[src/rtl/slc_pkg.sv]
package slc_pkg;

  typedef enum logic [2:0] {
    ST_MANUAL,
    ST_HOLD,
    ST_LIMIT,
    ST_WAIT,
    ST_RECOVER
  } ctrl_state_t;

  // Level magnitudes on a 16-bit full scale; index 0 is the hysteresis
  // floor of the lowest threshold, indices 1..4 the four thresholds.
  function automatic logic [31:0] level_mag(input logic [2:0] idx);
    case (idx)
      3'd0:    level_mag = 32'd10362;
      3'd1:    level_mag = 32'd13046;
      3'd2:    level_mag = 32'd16423;
      3'd3:    level_mag = 32'd20675;
      default: level_mag = 32'd26029;
    endcase
  endfunction

endpackage

[src/rtl/slc_level_detect.sv]
module slc_level_detect #(
  parameter int SMP_W = 16
) (
  input  logic             clk,
  input  logic             rst,
  input  logic             smp_valid,
  input  logic [SMP_W-1:0] smp_l,
  input  logic [SMP_W-1:0] smp_r,
  input  logic [1:0]       thr_sel,
  output logic             over,
  output logic             in_band,
  output logic [1:0]       zc
);
  import slc_pkg::*;

  localparam int NCH = 2;

  logic [SMP_W-1:0] smp_ch [NCH];
  logic [SMP_W-1:0] mag    [NCH];
  logic [SMP_W-1:0] peak;
  logic [SMP_W-1:0] thr_hi;
  logic [SMP_W-1:0] thr_lo;
  logic [2:0]       idx_hi;
  logic [47:0]      scaled_hi;
  logic [47:0]      scaled_lo;

  assign smp_ch[0] = smp_l;
  assign smp_ch[1] = smp_r;

  generate
    for (genvar c = 0; c < NCH; c++) begin : g_ch
      logic prev_sign;
      assign mag[c] = smp_ch[c][SMP_W-1] ? (~smp_ch[c] + 1'b1) : smp_ch[c];
      assign zc[c]  = (smp_ch[c][SMP_W-1] != prev_sign) || (smp_ch[c] == '0);
      always_ff @(posedge clk) begin
        if (rst)            prev_sign <= 1'b0;
        else if (smp_valid) prev_sign <= smp_ch[c][SMP_W-1];
      end
    end
  endgenerate

  assign idx_hi    = {1'b0, thr_sel} + 3'd1;
  assign scaled_hi = ({16'd0, level_mag(idx_hi)} << (SMP_W - 1)) >> 15;
  assign scaled_lo = ({16'd0, level_mag({1'b0, thr_sel})} << (SMP_W - 1)) >> 15;
  assign thr_hi    = scaled_hi[SMP_W-1:0];
  assign thr_lo    = scaled_lo[SMP_W-1:0];

  assign peak    = (mag[0] > mag[1]) ? mag[0] : mag[1];
  assign over    = (peak >= thr_hi);
  assign in_band = (peak >= thr_lo) && !over;

endmodule

[src/rtl/slc_gain_apply.sv]
module slc_gain_apply #(
  parameter int GAIN_W   = 7,
  parameter int CNT_W    = 13,
  parameter int GAIN_MAX = 104,
  parameter int RST_GAIN = 48
) (
  input  logic              clk,
  input  logic              rst,
  input  logic              smp_valid,
  input  logic              smp_zc,
  input  logic              load,
  input  logic [GAIN_W-1:0] load_gain,
  input  logic              issue,
  input  logic [GAIN_W-1:0] issue_gain,
  input  logic              issue_zc,
  input  logic [CNT_W-1:0]  issue_lim,
  output logic [GAIN_W-1:0] gain,
  output logic              pend
);
  localparam logic [GAIN_W-1:0] MAX_CODE = GAIN_W'(GAIN_MAX);

  logic [GAIN_W-1:0] tgt;
  logic              zc_mode;
  logic [CNT_W-1:0]  lim;
  logic [CNT_W-1:0]  cnt;
  logic [CNT_W-1:0]  cnt_inc;
  logic              land;

  assign cnt_inc = cnt + 1'b1;
  assign land    = (zc_mode && smp_zc) || (cnt_inc == lim);

  always_ff @(posedge clk) begin
    if (rst) begin
      gain    <= GAIN_W'(RST_GAIN);
      pend    <= 1'b0;
      tgt     <= '0;
      zc_mode <= 1'b0;
      lim     <= '0;
      cnt     <= '0;
    end else if (load) begin
      gain <= (load_gain > MAX_CODE) ? MAX_CODE : load_gain;
      pend <= 1'b0;
    end else if (issue) begin
      tgt     <= issue_gain;
      zc_mode <= issue_zc;
      lim     <= issue_lim;
      cnt     <= '0;
      pend    <= 1'b1;
    end else if (pend && smp_valid) begin
      if (land) begin
        gain <= tgt;
        pend <= 1'b0;
      end else begin
        cnt <= cnt_inc;
      end
    end
  end

endmodule

[src/rtl/slc_ctrl.sv]
module slc_ctrl #(
  parameter int GAIN_W       = 7,
  parameter int CNT_W        = 13,
  parameter int GAIN_MAX     = 104,
  parameter int LIM_TMO_BASE = 129,
  parameter int WAIT_BASE    = 512,
  parameter int REC_TMO_BASE = 512
) (
  input  logic              clk,
  input  logic              rst,
  input  logic              smp_valid,
  input  logic              over,
  input  logic              in_band,
  input  logic              pend_any,
  input  logic [GAIN_W-1:0] gain_l,
  input  logic [GAIN_W-1:0] gain_r,
  input  logic              cfg_limit_en,
  input  logic              cfg_recover_en,
  input  logic [2:0]        cfg_att_step,
  input  logic              cfg_lim_zc,
  input  logic [1:0]        cfg_lim_time,
  input  logic [1:0]        cfg_wait_time,
  input  logic [1:0]        cfg_rec_step,
  input  logic              cfg_rec_zc,
  input  logic [1:0]        cfg_rec_time,
  input  logic [GAIN_W-1:0] cfg_ref_gain,
  output logic              man_load,
  output logic              issue,
  output logic [GAIN_W-1:0] issue_gain,
  output logic              issue_zc,
  output logic [CNT_W-1:0]  issue_lim,
  output logic              done
);
  import slc_pkg::*;

  localparam logic [GAIN_W-1:0] MAX_CODE = GAIN_W'(GAIN_MAX);

  ctrl_state_t       st, st_n;
  logic [CNT_W-1:0]  wcnt, wcnt_n, wcnt_inc;
  logic              done_n;

  logic [GAIN_W-1:0] g_min;
  logic [GAIN_W-1:0] att;
  logic [GAIN_W-1:0] lim_gain;
  logic [GAIN_W:0]   rec_sum;
  logic [GAIN_W-1:0] rec_cap;
  logic [GAIN_W-1:0] rec_gain;
  logic [CNT_W-1:0]  lim_len;
  logic [CNT_W-1:0]  rec_len;
  logic [CNT_W-1:0]  wait_len;
  ctrl_state_t       settle_st;

  assign g_min    = (gain_l < gain_r) ? gain_l : gain_r;
  assign att      = GAIN_W'(cfg_att_step) + 1'b1;
  assign lim_gain = (g_min > att) ? (g_min - att) : '0;
  assign rec_sum  = {1'b0, g_min} + (GAIN_W+1)'(cfg_rec_step) + 1'b1;
  assign rec_cap  = (cfg_ref_gain < MAX_CODE) ? cfg_ref_gain : MAX_CODE;
  assign rec_gain = (rec_sum > {1'b0, rec_cap}) ? rec_cap : rec_sum[GAIN_W-1:0];

  assign lim_len  = cfg_lim_zc ? (CNT_W'(LIM_TMO_BASE) << cfg_lim_time)
                               : (CNT_W'(1) << cfg_lim_time);
  assign rec_len  = cfg_rec_zc ? ((CNT_W'(REC_TMO_BASE) << cfg_rec_time) + 1'b1)
                               : CNT_W'(1);
  assign wait_len = CNT_W'(WAIT_BASE) << cfg_wait_time;
  assign wcnt_inc = wcnt + 1'b1;

  assign settle_st = cfg_recover_en ? ST_WAIT : ST_HOLD;
  assign man_load  = (st == ST_MANUAL);

  always_comb begin
    st_n       = st;
    wcnt_n     = wcnt;
    done_n     = done;
    issue      = 1'b0;
    issue_gain = lim_gain;
    issue_zc   = cfg_lim_zc;
    issue_lim  = lim_len;
    unique case (st)
      ST_MANUAL: begin
        done_n = 1'b1;
        wcnt_n = '0;
        if (cfg_limit_en) st_n = settle_st;
      end
      ST_HOLD, ST_WAIT: begin
        if (!cfg_limit_en) begin
          st_n   = ST_MANUAL;
          done_n = 1'b1;
        end else if (smp_valid) begin
          if (over) begin
            issue  = 1'b1;
            st_n   = ST_LIMIT;
            done_n = 1'b0;
          end else if (st == ST_WAIT) begin
            if (!cfg_recover_en) begin
              st_n = ST_HOLD;
            end else if (in_band) begin
              wcnt_n = '0;
            end else if (wcnt_inc == wait_len) begin
              wcnt_n = '0;
              if (g_min < rec_cap) begin
                issue      = 1'b1;
                issue_gain = rec_gain;
                issue_zc   = cfg_rec_zc;
                issue_lim  = rec_len;
                st_n       = ST_RECOVER;
                done_n     = 1'b0;
              end
            end else begin
              wcnt_n = wcnt_inc;
            end
          end
        end
      end
      ST_LIMIT: begin
        if (!pend_any) begin
          if (!cfg_limit_en) begin
            st_n   = ST_MANUAL;
            done_n = 1'b1;
          end else if (smp_valid) begin
            if (over) begin
              issue = 1'b1;
            end else begin
              st_n   = settle_st;
              wcnt_n = '0;
              done_n = 1'b1;
            end
          end
        end
      end
      ST_RECOVER: begin
        if (cfg_limit_en && smp_valid && over) begin
          issue  = 1'b1;
          st_n   = ST_LIMIT;
          done_n = 1'b0;
        end else if (!pend_any) begin
          if (!cfg_limit_en) begin
            st_n   = ST_MANUAL;
            done_n = 1'b1;
          end else if (smp_valid) begin
            st_n   = settle_st;
            wcnt_n = '0;
            done_n = 1'b1;
          end
        end
      end
      default: begin
        st_n   = ST_MANUAL;
        done_n = 1'b1;
      end
    endcase
  end

  always_ff @(posedge clk) begin
    if (rst) begin
      st   <= ST_MANUAL;
      wcnt <= '0;
      done <= 1'b1;
    end else begin
      st   <= st_n;
      wcnt <= wcnt_n;
      done <= done_n;
    end
  end

endmodule

[src/rtl/stereo_level_ctrl.sv]
module stereo_level_ctrl #(
  parameter int SMP_W        = 16,
  parameter int GAIN_W       = 7,
  parameter int CNT_W        = 13,
  parameter int GAIN_MAX     = 104,
  parameter int RST_GAIN     = 48,
  parameter int LIM_TMO_BASE = 129,
  parameter int WAIT_BASE    = 512,
  parameter int REC_TMO_BASE = 512
) (
  input  logic              clk,
  input  logic              rst,
  input  logic              smp_valid,
  input  logic [SMP_W-1:0]  smp_left,
  input  logic [SMP_W-1:0]  smp_right,
  input  logic              cfg_limit_en,
  input  logic              cfg_recover_en,
  input  logic [1:0]        cfg_thr_sel,
  input  logic [2:0]        cfg_att_step,
  input  logic              cfg_lim_zc,
  input  logic [1:0]        cfg_lim_time,
  input  logic [1:0]        cfg_wait_time,
  input  logic [1:0]        cfg_rec_step,
  input  logic              cfg_rec_zc,
  input  logic [1:0]        cfg_rec_time,
  input  logic [GAIN_W-1:0] cfg_ref_gain,
  input  logic [GAIN_W-1:0] man_gain_left,
  input  logic [GAIN_W-1:0] man_gain_right,
  output logic [GAIN_W-1:0] gain_left,
  output logic [GAIN_W-1:0] gain_right,
  output logic              done
);
  localparam int NCH = 2;

  logic              over;
  logic              in_band;
  logic [NCH-1:0]    zc;
  logic [NCH-1:0]    pend;
  logic              pend_any;
  logic              man_load;
  logic              issue;
  logic [GAIN_W-1:0] issue_gain;
  logic              issue_zc;
  logic [CNT_W-1:0]  issue_lim;
  logic [GAIN_W-1:0] ch_gain [NCH];
  logic [GAIN_W-1:0] ch_man  [NCH];

  assign ch_man[0]  = man_gain_left;
  assign ch_man[1]  = man_gain_right;
  assign gain_left  = ch_gain[0];
  assign gain_right = ch_gain[1];
  assign pend_any   = |pend;

  slc_level_detect #(.SMP_W(SMP_W)) i_detect (
    .clk       (clk),
    .rst       (rst),
    .smp_valid (smp_valid),
    .smp_l     (smp_left),
    .smp_r     (smp_right),
    .thr_sel   (cfg_thr_sel),
    .over      (over),
    .in_band   (in_band),
    .zc        (zc)
  );

  slc_ctrl #(
    .GAIN_W       (GAIN_W),
    .CNT_W        (CNT_W),
    .GAIN_MAX     (GAIN_MAX),
    .LIM_TMO_BASE (LIM_TMO_BASE),
    .WAIT_BASE    (WAIT_BASE),
    .REC_TMO_BASE (REC_TMO_BASE)
  ) i_ctrl (
    .clk            (clk),
    .rst            (rst),
    .smp_valid      (smp_valid),
    .over           (over),
    .in_band        (in_band),
    .pend_any       (pend_any),
    .gain_l         (ch_gain[0]),
    .gain_r         (ch_gain[1]),
    .cfg_limit_en   (cfg_limit_en),
    .cfg_recover_en (cfg_recover_en),
    .cfg_att_step   (cfg_att_step),
    .cfg_lim_zc     (cfg_lim_zc),
    .cfg_lim_time   (cfg_lim_time),
    .cfg_wait_time  (cfg_wait_time),
    .cfg_rec_step   (cfg_rec_step),
    .cfg_rec_zc     (cfg_rec_zc),
    .cfg_rec_time   (cfg_rec_time),
    .cfg_ref_gain   (cfg_ref_gain),
    .man_load       (man_load),
    .issue          (issue),
    .issue_gain     (issue_gain),
    .issue_zc       (issue_zc),
    .issue_lim      (issue_lim),
    .done           (done)
  );

  generate
    for (genvar c = 0; c < NCH; c++) begin : g_apply
      slc_gain_apply #(
        .GAIN_W   (GAIN_W),
        .CNT_W    (CNT_W),
        .GAIN_MAX (GAIN_MAX),
        .RST_GAIN (RST_GAIN)
      ) i_apply (
        .clk        (clk),
        .rst        (rst),
        .smp_valid  (smp_valid),
        .smp_zc     (zc[c]),
        .load       (man_load),
        .load_gain  (ch_man[c]),
        .issue      (issue),
        .issue_gain (issue_gain),
        .issue_zc   (issue_zc),
        .issue_lim  (issue_lim),
        .gain       (ch_gain[c]),
        .pend       (pend[c])
      );
    end
  endgenerate

endmodule

[config.mk]
export PLATFORM = sky130hd
export DESIGN_NAME = stereo_level_ctrl
export DESIGN_NICKNAME = d
export VERILOG_FILES = /design/src/rtl/slc_pkg.sv /design/src/rtl/slc_level_detect.sv /design/src/rtl/slc_gain_apply.sv /design/src/rtl/slc_ctrl.sv /design/src/rtl/stereo_level_ctrl.sv
export SDC_FILE = /design/constraint.sdc
export NUM_CORES = 1
export LEC_CHECK = 0
export ABC_CLOCK_PERIOD_IN_PS = 13440
export BUFFER_PORTS_ARGS = -buffer_cell sky130_fd_sc_hd__buf_4
export CAP_MARGIN = 20
export CORE_MARGIN = 4
export CORE_UTILIZATION = 45
export DETAILED_ROUTE_END_ITERATION = 10
export PLACE_DENSITY_LB_ADDON = 0.1
export SYNTH_ARGS = -nofsm -noshare
export SYNTH_HDL_FRONTEND = slang
export SYNTH_SLANG_ARGS = --single-unit
[constraint.sdc]
create_clock -name clk -period 13.44 [get_ports clk]
set_input_delay 0.672 -clock clk [delete_from_list [all_inputs] [get_ports clk]]
set_output_delay 0.672 -clock clk [all_outputs]
set_load 0.03 [all_outputs]
### After elaboration in Yosys (flattened, before gate mapping)

Cells that the tools add are included.

| operators by class | value |
|---|---|
| equal/unequal tests | 45 |
| reductions and logical operators | 39 |
| magnitude comparators | 10 |
| bitwise gates (word level) | 3 |
| add/subtract/negate cells | 11 |
| mux-type cells | 126 |
| shift operators | 4 |

Operator list:

| operator | count |
|---|---|
| 2-to-1 mux 13 bit | 32 |
| 2-to-1 mux 7 bit | 23 |
| case mux 16 bit (4 select lines) | 1 |
| case mux 15 bit (4 select lines) | 1 |
| adder 13 x 1 -> 13 bit, second input constant | 4 |
| case mux 13 bit (4 select lines) | 1 |
| 2-to-1 mux 3 bit | 17 |
| 2-to-1 mux 16 bit | 3 |
| 2-to-1 mux 1 bit | 44 |
| == test 13 bit | 3 |
| adder 16 x 1 -> 16 bit, second input constant | 2 |
| zero test 16 bit | 2 |
| NOT 16 bit | 2 |
| inequality test 2 bit, second input constant | 14 |
| << shifter 10 x 2 -> 13 bit, first input constant | 2 |
| AND reduction 11 bit | 2 |
| greater-or-equal comparator 16 x 15 -> 1 bit | 1 |
| greater-or-equal comparator 16 bit | 1 |
| > comparator 16 bit | 1 |
| nonzero test 2 bit | 8 |
| > comparator 7 bit, second input constant | 2 |
| less-than comparator 7 bit | 2 |
| AND reduction 14 bit | 1 |
| << shifter 1 x 2 -> 13 bit, first input constant | 1 |
| other kinds (34) | 68 |

| storage, ports and cells | value |
|---|---|
| bits in registers | 82 |

### Depth between registers and ports, before layout

Gate-level depths: netlist (run 1).

| depth | value |
|---|---|
| word-level depth | 17 |
| depth in mapped cells | 30 |

### Modules after synthesis

From an unflattened synthesis (run 1), not the netlist that was laid out.

| unflattened totals | value |
|---|---|
| cells, all modules | 1243 |
| area total of the unflattened synthesis | 9409.0 um^2 |

Modules (own cells, without submodules):

| module | area each (um^2) | times used | cells an instance |
|---|---|---|---|
| slc_gain_apply | 2388.5 | 2 | 313 |
| slc_ctrl | 2572.5 | 1 | 352 |
| slc_level_detect | 2053.2 | 1 | 264 |
| stereo_level_ctrl | 6.3 | 1 | 1 |

### Worst setup path after synthesis (run 1)

Ideal clock, no wire load.

| timing path | value |
|---|---|
| kind | input -> register |
| start | input smp_right[6] |
| end | register g_apply[1].i_apply.gain[3] |
| setup slack | 6.641 ns |
| stages | 27 |
| required time | 13.319 ns |
| arrival time | 6.678 ns |
| path buffers | 4 |
| path through | or4_4 -> or2_2 -> o41ai_1 -> xor2_1 -> ha_1 -> nand4_2 -> or2_1 -> a2111o_1 -> and3_4 -> or2_1 -> buf_6 -> clkbuf_1 -> nor2_1 -> a21oi_1 -> ha_1 -> and4_1 -> or4b_2 -> o31ai_1 -> a21oi_1 -> o21ai_0 -> a211oi_2 -> a211o_1 -> buf_2 -> nand2_4 -> or3_1 -> buf_6 -> mux2_4 |

| between the ends | value |
|---|---|
| cells in the longest elaborated chain, start to end | 17 |
| elaborated cells on any way between the ends | 29 |

RTL lines:

| what | RTL line | source |
|---|---|---|
| start: declaration | stereo_level_ctrl.sv:15 | `input logic [SMP_W-1:0] smp_right,` |
| NOT 16 bit | slc_level_detect.sv:33 | `assign mag[c] = smp_ch[c][SMP_W-1] ? (~smp_ch[c] + 1'b1) : smp_ch[c];` |
| adder 16 x 1 -> 16 bit | slc_level_detect.sv:33 |  |
| 2-to-1 mux 16 bit | slc_level_detect.sv:33 |  |
| > comparator 16 bit | slc_level_detect.sv:48 | `assign peak = (mag[0] > mag[1]) ? mag[0] : mag[1];` |
| 2-to-1 mux 16 bit | slc_level_detect.sv:48 |  |
| greater-or-equal comparator 16 x 15 -> 1 bit | slc_level_detect.sv:49 | `assign over = (peak >= thr_hi);` |
| zero test 1 bit | slc_level_detect.sv:50 | `assign in_band = (peak >= thr_lo) && !over;` |
| logical AND 1 bit | slc_level_detect.sv:50 |  |
| 2-to-1 mux 1 bit | slc_ctrl.sv:96 | `end else if (in_band) begin` |
| 2-to-1 mux 1 bit | slc_ctrl.sv:94 | `if (!cfg_recover_en) begin` |
| 2-to-1 mux 1 bit | slc_ctrl.sv:93 | `end else if (st == ST_WAIT) begin` |
| 2-to-1 mux 1 bit | slc_ctrl.sv:89 | `if (over) begin` |
| 2-to-1 mux 1 bit | slc_ctrl.sv:88 | `end else if (smp_valid) begin` |
| 2-to-1 mux 1 bit | slc_ctrl.sv:85 | `if (!cfg_limit_en) begin` |
| case mux 1 bit (3 select lines) | slc_ctrl.sv:78 | `unique case (st)` |
| inequality test 2 x 1 -> 1 bit (no source line) | n/a |  |
| AND reduction 3 bit (no source line) (*) | n/a |  |
| end signal: assignment | slc_gain_apply.sv:34 | `gain <= GAIN_W'(RST_GAIN);` |
| end signal: assignment | slc_gain_apply.sv:41 | `gain <= (load_gain > MAX_CODE) ? MAX_CODE : load_gain;` |
| end signal: assignment | slc_gain_apply.sv:51 | `gain <= tgt;` |
| end: declaration | slc_gain_apply.sv:17 | `output logic [GAIN_W-1:0] gain,` |

Mark *: on every way between the ends. The rest lies on a longest branch, timed or not.
A chain may end at the register's enable or synchronous reset.

### Worst setup path in the final report (run 1)

| timing path | value |
|---|---|
| start | input smp_right[6] |
| end | register i_ctrl.wcnt[7] |

| between the ends | value |
|---|---|
| cells in the longest elaborated chain, start to end | 15 |
| elaborated cells on any way between the ends | 21 |

RTL lines:

| what | RTL line | source |
|---|---|---|
| NOT 16 bit | slc_level_detect.sv:33 |  |
| adder 16 x 1 -> 16 bit | slc_level_detect.sv:33 |  |
| 2-to-1 mux 16 bit (*) | slc_level_detect.sv:33 |  |
| > comparator 16 bit | slc_level_detect.sv:48 |  |
| 2-to-1 mux 16 bit (*) | slc_level_detect.sv:48 |  |
| greater-or-equal comparator 16 x 15 -> 1 bit | slc_level_detect.sv:49 |  |
| zero test 1 bit | slc_level_detect.sv:50 |  |
| logical AND 1 bit | slc_level_detect.sv:50 |  |
| 2-to-1 mux 13 bit | slc_ctrl.sv:96 |  |
| 2-to-1 mux 13 bit | slc_ctrl.sv:94 |  |
| 2-to-1 mux 13 bit | slc_ctrl.sv:93 |  |
| 2-to-1 mux 13 bit | slc_ctrl.sv:89 |  |
| 2-to-1 mux 13 bit | slc_ctrl.sv:88 |  |
| 2-to-1 mux 13 bit | slc_ctrl.sv:85 |  |
| case mux 13 bit (4 select lines) | slc_ctrl.sv:78 |  |
| end signal: assignment | slc_ctrl.sv:160 | `wcnt <= wcnt_n;` |
| end: declaration | slc_ctrl.sv:39 | `logic [CNT_W-1:0] wcnt, wcnt_n, wcnt_inc;` |

Mark *: on every way between the ends. The rest lies on a longest branch, timed or not. The select of a mux whose other input is x is not followed.

==> results of run 1 <==
[path summary, 6_finish.rpt]
| check | startpoint | end | slack (ns) | depth (start not counted) |
|---|---|---|---|---|
| worst max-delay path | smp_right[6] | i_ctrl.wcnt[7]$_SDFFE_PP0P_ | 5.17 | 23 |
| worst min-delay path | g_apply[1].i_apply.tgt[5]$_SDFFE_PP0P_ | g_apply[1].i_apply.tgt[5]$_SDFFE_PP0P_ | 0.47 | 2 |
| worst max register to register | g_apply[1].i_apply.gain[4]$_SDFFE_PP1P_ | g_apply[1].i_apply.tgt[5]$_SDFFE_PP0P_ | 7.28 | 17 |
| worst min register to register | g_apply[1].i_apply.tgt[5]$_SDFFE_PP0P_ | g_apply[1].i_apply.tgt[5]$_SDFFE_PP0P_ | 0.47 | 2 |
[cell type report]
class                   instances  area (sq um)  area share [%]
clock buffers                  11           253            2.66
clock inverters                 5           104            1.09
inverters                      76           285            3.00
multi-input cells             890          6330            66.6
flip-flops and latches         79          1580            16.6
well taps                     229           287            3.01
repair buffers                 89           672            7.06
[kinds of logic after synthesis]
group | synth area share (%)
AND/OR/NAND/NOR | 26.6
AO/OA/AOI/OAI | 22.3
buffers and inverters | 6.03
XOR/XNOR | 10.0
adder cells (fa/ha/maj) | 12.3
flip-flops | 18.8
multiplexers | 3.89
other | 0.0445
[worst max-delay path, delay by kind of cell]
family	cells	cell delay (ns)
simple gates	10	3.96
compound gates	9	2.97
fa+ha+maj	2	0.65
xor+xnor	1	0.15
buf+inv	1	0.12
[stage by stage]
| step | worst slack, ns | hold WS [ns] | total power, uW | cells | util (%) |
|---|---|---|---|---|---|
| 3_3_place_gp | 5.22 | 0.464 | 1240 | 1362 | 50.2 |
| 2_1_floorplan | 6.64 | 0.434 | 1010 | 1093 | - |
| 4_1_cts | 5.24 | 0.470 | 1540 | 1378 | 52.2 |
| 5_1_grt | 4.60 | 0.495 | 1670 | 1379 | 52.3 |
| 6_report | 5.17 | 0.467 | 1530 | 1379 | 52.3 |
| 3_5_place_dp | 4.90 | 0.462 | 1240 | 1362 | 50.2 |
[power groups by stage]
stage / clock (uW) / sequential (uW) / combinational (uW)
after floorplan: 0 / 330 / 679
after global placement: 0 / 316 / 922
after detailed placement: 0 / 315 / 922
after CTS: 299 / 310 / 929
after global routing: 309 / 316 / 1050
final: 294 / 310 / 931
[layout by cell type (no fill, tap or decap), types with 20 or more instances in the layout]
cell	netlist	final
nand3_1	44	44
inv_1	76	76
nand2_1	94	94
nand4_1	33	33
ha_1	78	78
buf_4	2	88
xor2_1	52	52
nor2_1	102	102
dfxtp_1	79	79
mux2i_1	25	25
a21oi_1	62	62
xnor2_1	42	42
nor3_1	21	20
o21ai_0	47	47
[sequential cells by signal (all words and copies together), names as in the netlist]
name / flops
i_ctrl.done: 1
g_apply.i_apply.lim: 10
g_apply.i_apply.gain: 14
i_ctrl.st: 3
g_apply.i_apply.cnt: 26
i_ctrl.wcnt: 13
i_detect.g_ch.prev_sign: 2
g_apply.i_apply.pend: 2
g_apply.i_apply.zc_mode: 1
g_apply.i_apply.tgt: 7
[layer usage]
| layer | part of all wire, % | routed length (um) | global-route usage (%) | vias up |
|---|---|---|---|---|
| li1 | - | - | - | 4103 |
| met1 | 50 | 11600 | 32.5 | 3701 |
| met2 | 44 | 10100 | 33.8 | 202 |
| met3 | 5.3 | 1230 | 3.71 | 12 |
| met4 | 0.80 | 184 | 4.03 | 0 |
| met5 | 0 | 0 | 0 | - |
==> results by group, run 1 <==
Finish
  • Share of layout cells above drive strength 1: 14.0%
  • Area delta synth->final: 13.0%
  • Design area: 0.00952 sq mm
  • Final #Nets: 1298
  • Number of diodes: 0
  • FILL cells: 1777

Synthesis
  • FF+latch count, synth: 79
  • Synthesized cell area: 0.00842 sq mm
  • Most numerous cell in the Yosys netlist: nor2_1
  • Ranking of synthesized cells by area: dfxtp_1 19%, ha_1 12%, xor2_1 5.4%
  • Post-synth top area cell: dfxtp_1
  • Top FF cell, synth: dfxtp_1
  • Share of the synthesized area in the top cell type: 18.8%
  • Synth warn: 0
  • Unique masters post-synth: 98
  • Synth Area per Inst: 7.70 sq um
  • EDFF count, synth: 0
  • Seq/Total Area, Yosys: 18.8%
  • Syn Nets: 1246
  • Synth top cells by count: 102 x nor2_1, 94 x nand2_1, 79 x dfxtp_1
  • Async SR Flop Fraction: 0%
  • Mapped Cells: 1093

CTS
  • Worst skew pair latency: 0.34 ns
  • Setup bufs post-CTS: 0
  • CTS Root Cell: clkbuf_16
  • CTS tree: done
  • Worst-path clk slew: 0.06 ns
  • CTS Buffer Depth: 2
  • Hold_buf cts: 0
  • Resized cells post-CTS: 0
  • Htree depth: 3
  • Total CTS buffers: 9
  • Num Clock Sinks: 79

Run status
  • Outcome: complete, no violations

GRT
  • Largest net degree at the start of global routing: 45
  • Global-route wire length before repair: 37.6 mm
  • Total GRT Usage: 22.0%
  • Initial antenna violation count: 0
  • Grt ovf: 0
  • Vias in the first global route: 7405

STA
  • Setup-failing EPs final: 0
  • Fin. max-slew vios: 0
  • Hold Vio Cnt, Final: 0
  • Slew HR: 31.2%
  • Final worst path period share: 61.6%
  • RSZ-0062 raised after global routing: no
  • Slew @ Worst Pin: 1.02 ns
  • Fmax achieved: 121 MHz
  • Final Skew: 0.00930 ns
  • Fin crit period: 8.27 ns
  • Final TNS setup: 0 ns

Floorplanning
  • Row Count: 49
  • Boundary Pins: 88
  • Die span in x: 145 um
  • Die area: 0.0210 sq mm
  • Die height: 145 um
  • Core box area: 0.0182 sq mm
  • Starting density of the core: 46.2%

Routing
  • Wire per inst: 16.8 um
  • Drt drc: 0
  • Vias per cell: 5.81
  • Total wire length: 23.1 mm
  • Drt first pass iters: 5
  • 1st-iter DRT viols: 727
  • Vias: 8018
  • Routed Antenna Nets: 0

Power
  • VDD IR max: 0.000168 V
  • NetSw: 706 uW
  • Comb power frac: 60.6%
  • Pleak: 0.00384 uW
  • Sw Share: 46.0%
  • P per Cell Area: 161 mW/mm^2
  • Clock power frac: 19.2%
  • Internal: 829 uW
  • Sequential share of power: 20.2%

Worst setup path
  • Crit-path slowest cell: or2_1
  • Most used cell, CP: a21oi_1
  • CP Capture Type: flop
  • Cell breakdown of the critical path: buf_4, or4_4, or2_2, o41ai_1, xor2_1, ha_1, nand4_2, or2_1, nor4_1, or2_1, nor2_1, a21oi_1, ha_1, a21oi_1, nand2_1, a221o_1, a21oi_1, o21ai_0, a211oi_2, o21ai_1, nor3b_2, nand3_1, o311ai_1
  • Critical path arrival: 8.52 ns
  • Worst-path fanout max: 29
  • Setup CP Type: in2reg
  • CP Launch Type: input port
  • Critical Path RT: 13.69 ns
  • CP max stage delay: 0.83 ns

Placed design
  • HPWL after DPL: 18.0 mm
  • RePlAce Congestion: 0.852
  • Placed cell areas: 0.00915 sq mm
  • Port Buffers: 87

Job
  • Max-cap violations: 0

Hold path
  • Min-delay worst type: reg2reg
Note: power is estimated with default switching activity, not from simulation.
==> run 2: changes to the inputs <==
- ABC_CLOCK_PERIOD_IN_PS: 13440 -> 8200
- clock period: 13.44 -> 8.2 ns (I/O delays scaled with it)
==> results by group, run 2 (synthesized netlist as in run 1, its figures left out) <==
Finish
  • Max reg flops: 26 (unchanged)
  • Most flop-heavy register: g_apply.i_apply.cnt
  • Final #Nets: 1301 (+0.23%)
  • Design area: 0.00948 sq mm (-0.33%)
  • Number of diodes: 0 (unchanged)
  • Most common cell after layout, fill and taps aside: nor2_1
  • Post-route insts no fill: 1382 (+0.22%)
  • Top flop regs: g_apply.i_apply.cnt (26), g_apply.i_apply.gain (14), i_ctrl.wcnt (13)
  • Area delta synth->final: 12.7%
  • Share of layout cells above drive strength 1: 14.2% (+0.22 points)
  • Most frequent cells in the layout: 102 x nor2_1, 94 x nand2_1, 92 x buf_4
  • Final Util: 52.1% (-0.17 points)

Run status
  • Outcome: complete, no violations

CTS
  • CTS tree: done
  • Hold_buf cts: 0 (unchanged)
  • Total CTS buffers: 9 (unchanged)
  • Worst-path clk slew: 0.07 ns (about the same)
  • Resized cells post-CTS: 0 (unchanged)
  • Htree depth: 3 (unchanged)
  • Worst skew pair latency: 0.35 ns (about the same)
  • Setup bufs post-CTS: 0 (unchanged)
  • CTS Root Cell: clkbuf_16
  • Num Clock Sinks: 79 (unchanged)
  • CTS Buffer Depth: 2 (unchanged)

Hold path
  • Hold path start: man_gain_left[5]
  • Worst Hold Path EP: g_apply[0].i_apply.gain[5]$_SDFFE_PP1P_
  • Worst hold path depth: 3 (+1)
  • Min-delay worst type: in2reg

Worst setup path
  • Reg-to-Reg End: g_apply[1].i_apply.tgt[2]$_SDFFE_PP0P_
  • CP max stage delay: 0.65 ns (-0.18 ns)
  • Critical path arrival: 7.44 ns (-1.08 ns)
  • Critical Path RT: 8.39 ns (-5.30 ns)
  • Cell breakdown of the critical path: buf_4, or4_4, or2_2, o41ai_1, xor2_1, ha_1, nand4_2, or2_1, a2111o_1, and3_4, or2_1, o21ai_0, inv_1, ha_1, nand4_1, or4b_2, o31ai_1, a21oi_1, o21ai_0, a211oi_2, a211oi_1, a31oi_1, nand3_2, o32ai_1
  • CP Launch Type: input port
  • Setup CP Type: in2reg
  • Origin of the critical flop-to-flop path: g_apply[1].i_apply.gain[4]$_SDFFE_PP1P_
  • Crit-path slowest cell: or4b_2
  • R2R Setup Slk: 2.05 ns (-5.23 ns)
  • R2R depth: 17 (unchanged)
  • Worst-path fanout max: 34 (+17%)
  • CP Capture Type: flop

Power
  • Internal: 1290 uW (+56%)
  • Pleak: 0.00383 uW (-0.44%)
  • Sequential share of power: 20.6% (+0.4 points)
  • Clock power frac: 17.0% (-2.2 points)
  • Sw Share: 47.7% (+1.8 points)
  • VDD IR max: 0.000326 V (+93%)
  • NetSw: 1180 uW (+67%)
  • Comb power frac: 62.4% (+1.8 points)
  • P per Cell Area: 260 mW/mm^2 (+61%)

Floorplanning
  • Starting density of the core: 46.2% (unchanged)
  • Die span in x: 145 um (unchanged)
  • Core box area: 0.0182 sq mm (unchanged)
  • Boundary Pins: 88 (unchanged)
  • Die height: 145 um (unchanged)
  • Row Count: 49 (unchanged)
  • Die area: 0.0210 sq mm (unchanged)

GRT
  • Initial antenna violation count: 0 (unchanged)
  • Global-route wire length before repair: 37.9 mm (+0.79%)
  • Grt ovf: 0 (unchanged)
  • Total GRT Usage: 22.2% (+0.22 points)
  • Vias in the first global route: 7354 (-0.69%)
  • Largest net degree at the start of global routing: 45 (unchanged)

STA
  • Hold Slack: 0.363 ns (-0.103 ns)
  • RSZ-0062 raised after global routing: no
  • Slew @ Worst Pin: 1.13 ns (+0.102 ns)
  • Fmax achieved: 138 MHz
  • Fin. max-slew vios: 0 (unchanged)
  • Slew HR: 24.5% (-6.8 points)
  • Final TNS setup: 0 ns (unchanged)
  • Final Skew: 0.00927 ns (-0.0000352 ns)
  • Final worst path period share: 88.4%
  • Fin crit period: 7.25 ns
  • Setup-failing EPs final: 0 (unchanged)
  • Hold Vio Cnt, Final: 0 (unchanged)

Routing
  • Vias: 7999 (-0.24%)
  • Vias per cell: 5.79 (-0.45%)
  • Drt first pass iters: 5 (unchanged)
  • Drt drc: 0 (unchanged)
  • Total wire length: 23.1 mm (about the same)
  • 1st-iter DRT viols: 479 (-34%)
  • Routed Antenna Nets: 0 (unchanged)
  • Wire per inst: 16.7 um (-0.25%)

Placed design
  • Port Buffers: 87 (unchanged)
  • DP Cell Count: 1366 (+0.29%)
  • RePlAce Congestion: 0.890 (+4.5%)
  • HPWL after DPL: 18.2 mm (+1.2%)
  • Placed cell areas: 0.00918 sq mm (+0.33%)

Job
  • Max-cap violations: 0 (unchanged)
## run 2: critical path: cells and delay by family
kind	cells	cell delay (ns)
simple gates	9	3.53
buf+inv	2	0.21
compound gates	10	2.51
xor+xnor	1	0.15
fa+ha+maj	2	0.62
## run 2: metal layers
| layer | track usage, % | wire length (um) | part of all wire (%) | vias to the layer above |
|---|---|---|---|---|
| met3 | 3.35 | 1010 | 4.4 | 22 |
| met4 | 4.61 | 270 | 1.2 | 0 |
| met2 | 33.6 | 9930 | 43 | 162 |
| met1 | 33.4 | 11900 | 51 | 3710 |
| met5 | 0 | 0 | 0 | - |
| li1 | - | - | - | 4105 |
## run 2: how the worst max path moves through the flow
stage	start	to	slack (ns)	cells past startpoint
after floorplan	smp_right[6]	g_apply[1].i_apply.gain[3]$_SDFFE_PP0P_	1.66	27
after global placement	smp_right[6]	g_apply[1].i_apply.gain[3]$_SDFFE_PP0P_	0.81	24
after detailed placement	smp_right[6]	g_apply[1].i_apply.tgt[3]$_SDFFE_PP0P_	0.63	24
after CTS	smp_right[6]	g_apply[1].i_apply.tgt[2]$_SDFFE_PP0P_	0.97	24
after global routing	smp_left[4]	g_apply[1].i_apply.tgt[2]$_SDFFE_PP0P_	0.42	24
final	smp_right[6]	g_apply[1].i_apply.tgt[2]$_SDFFE_PP0P_	0.95	24
## run 2: area by class of cell
cell class | count | area (sq um)
Tap cell | 229 | 287
Timing Repair Buffer | 92 | 691
Clock buffer | 10 | 239
Multi-Input combinational cell | 890 | 6330
Inverter | 76 | 285
Clock inverter | 6 | 67.6
Sequential cell | 79 | 1580
Fill cell | 1800 | 8720
## run 2: metrics by stage
| step | total power [uW] | worst slack, ns |
|---|---|---|
| 3_3_place_gp | 2040 | 0.814 |
| 3_5_place_dp | 2050 | 0.626 |
| 6_report | 2470 | 0.948 |
| 4_1_cts | 2470 | 0.972 |
| 5_1_grt | 2680 | 0.421 |
| 2_1_floorplan | 1650 | 1.66 |
## run 2: power groups by stage
stage / logic (uW) / registers, uW / clock network [uW]
floorplan: 1110 / 541 / 0
global placement: 1520 / 517 / 0
detailed placement: 1530 / 517 / 0
CTS: 1540 / 509 / 425
global route: 1720 / 518 / 444
finish: 1540 / 509 / 420
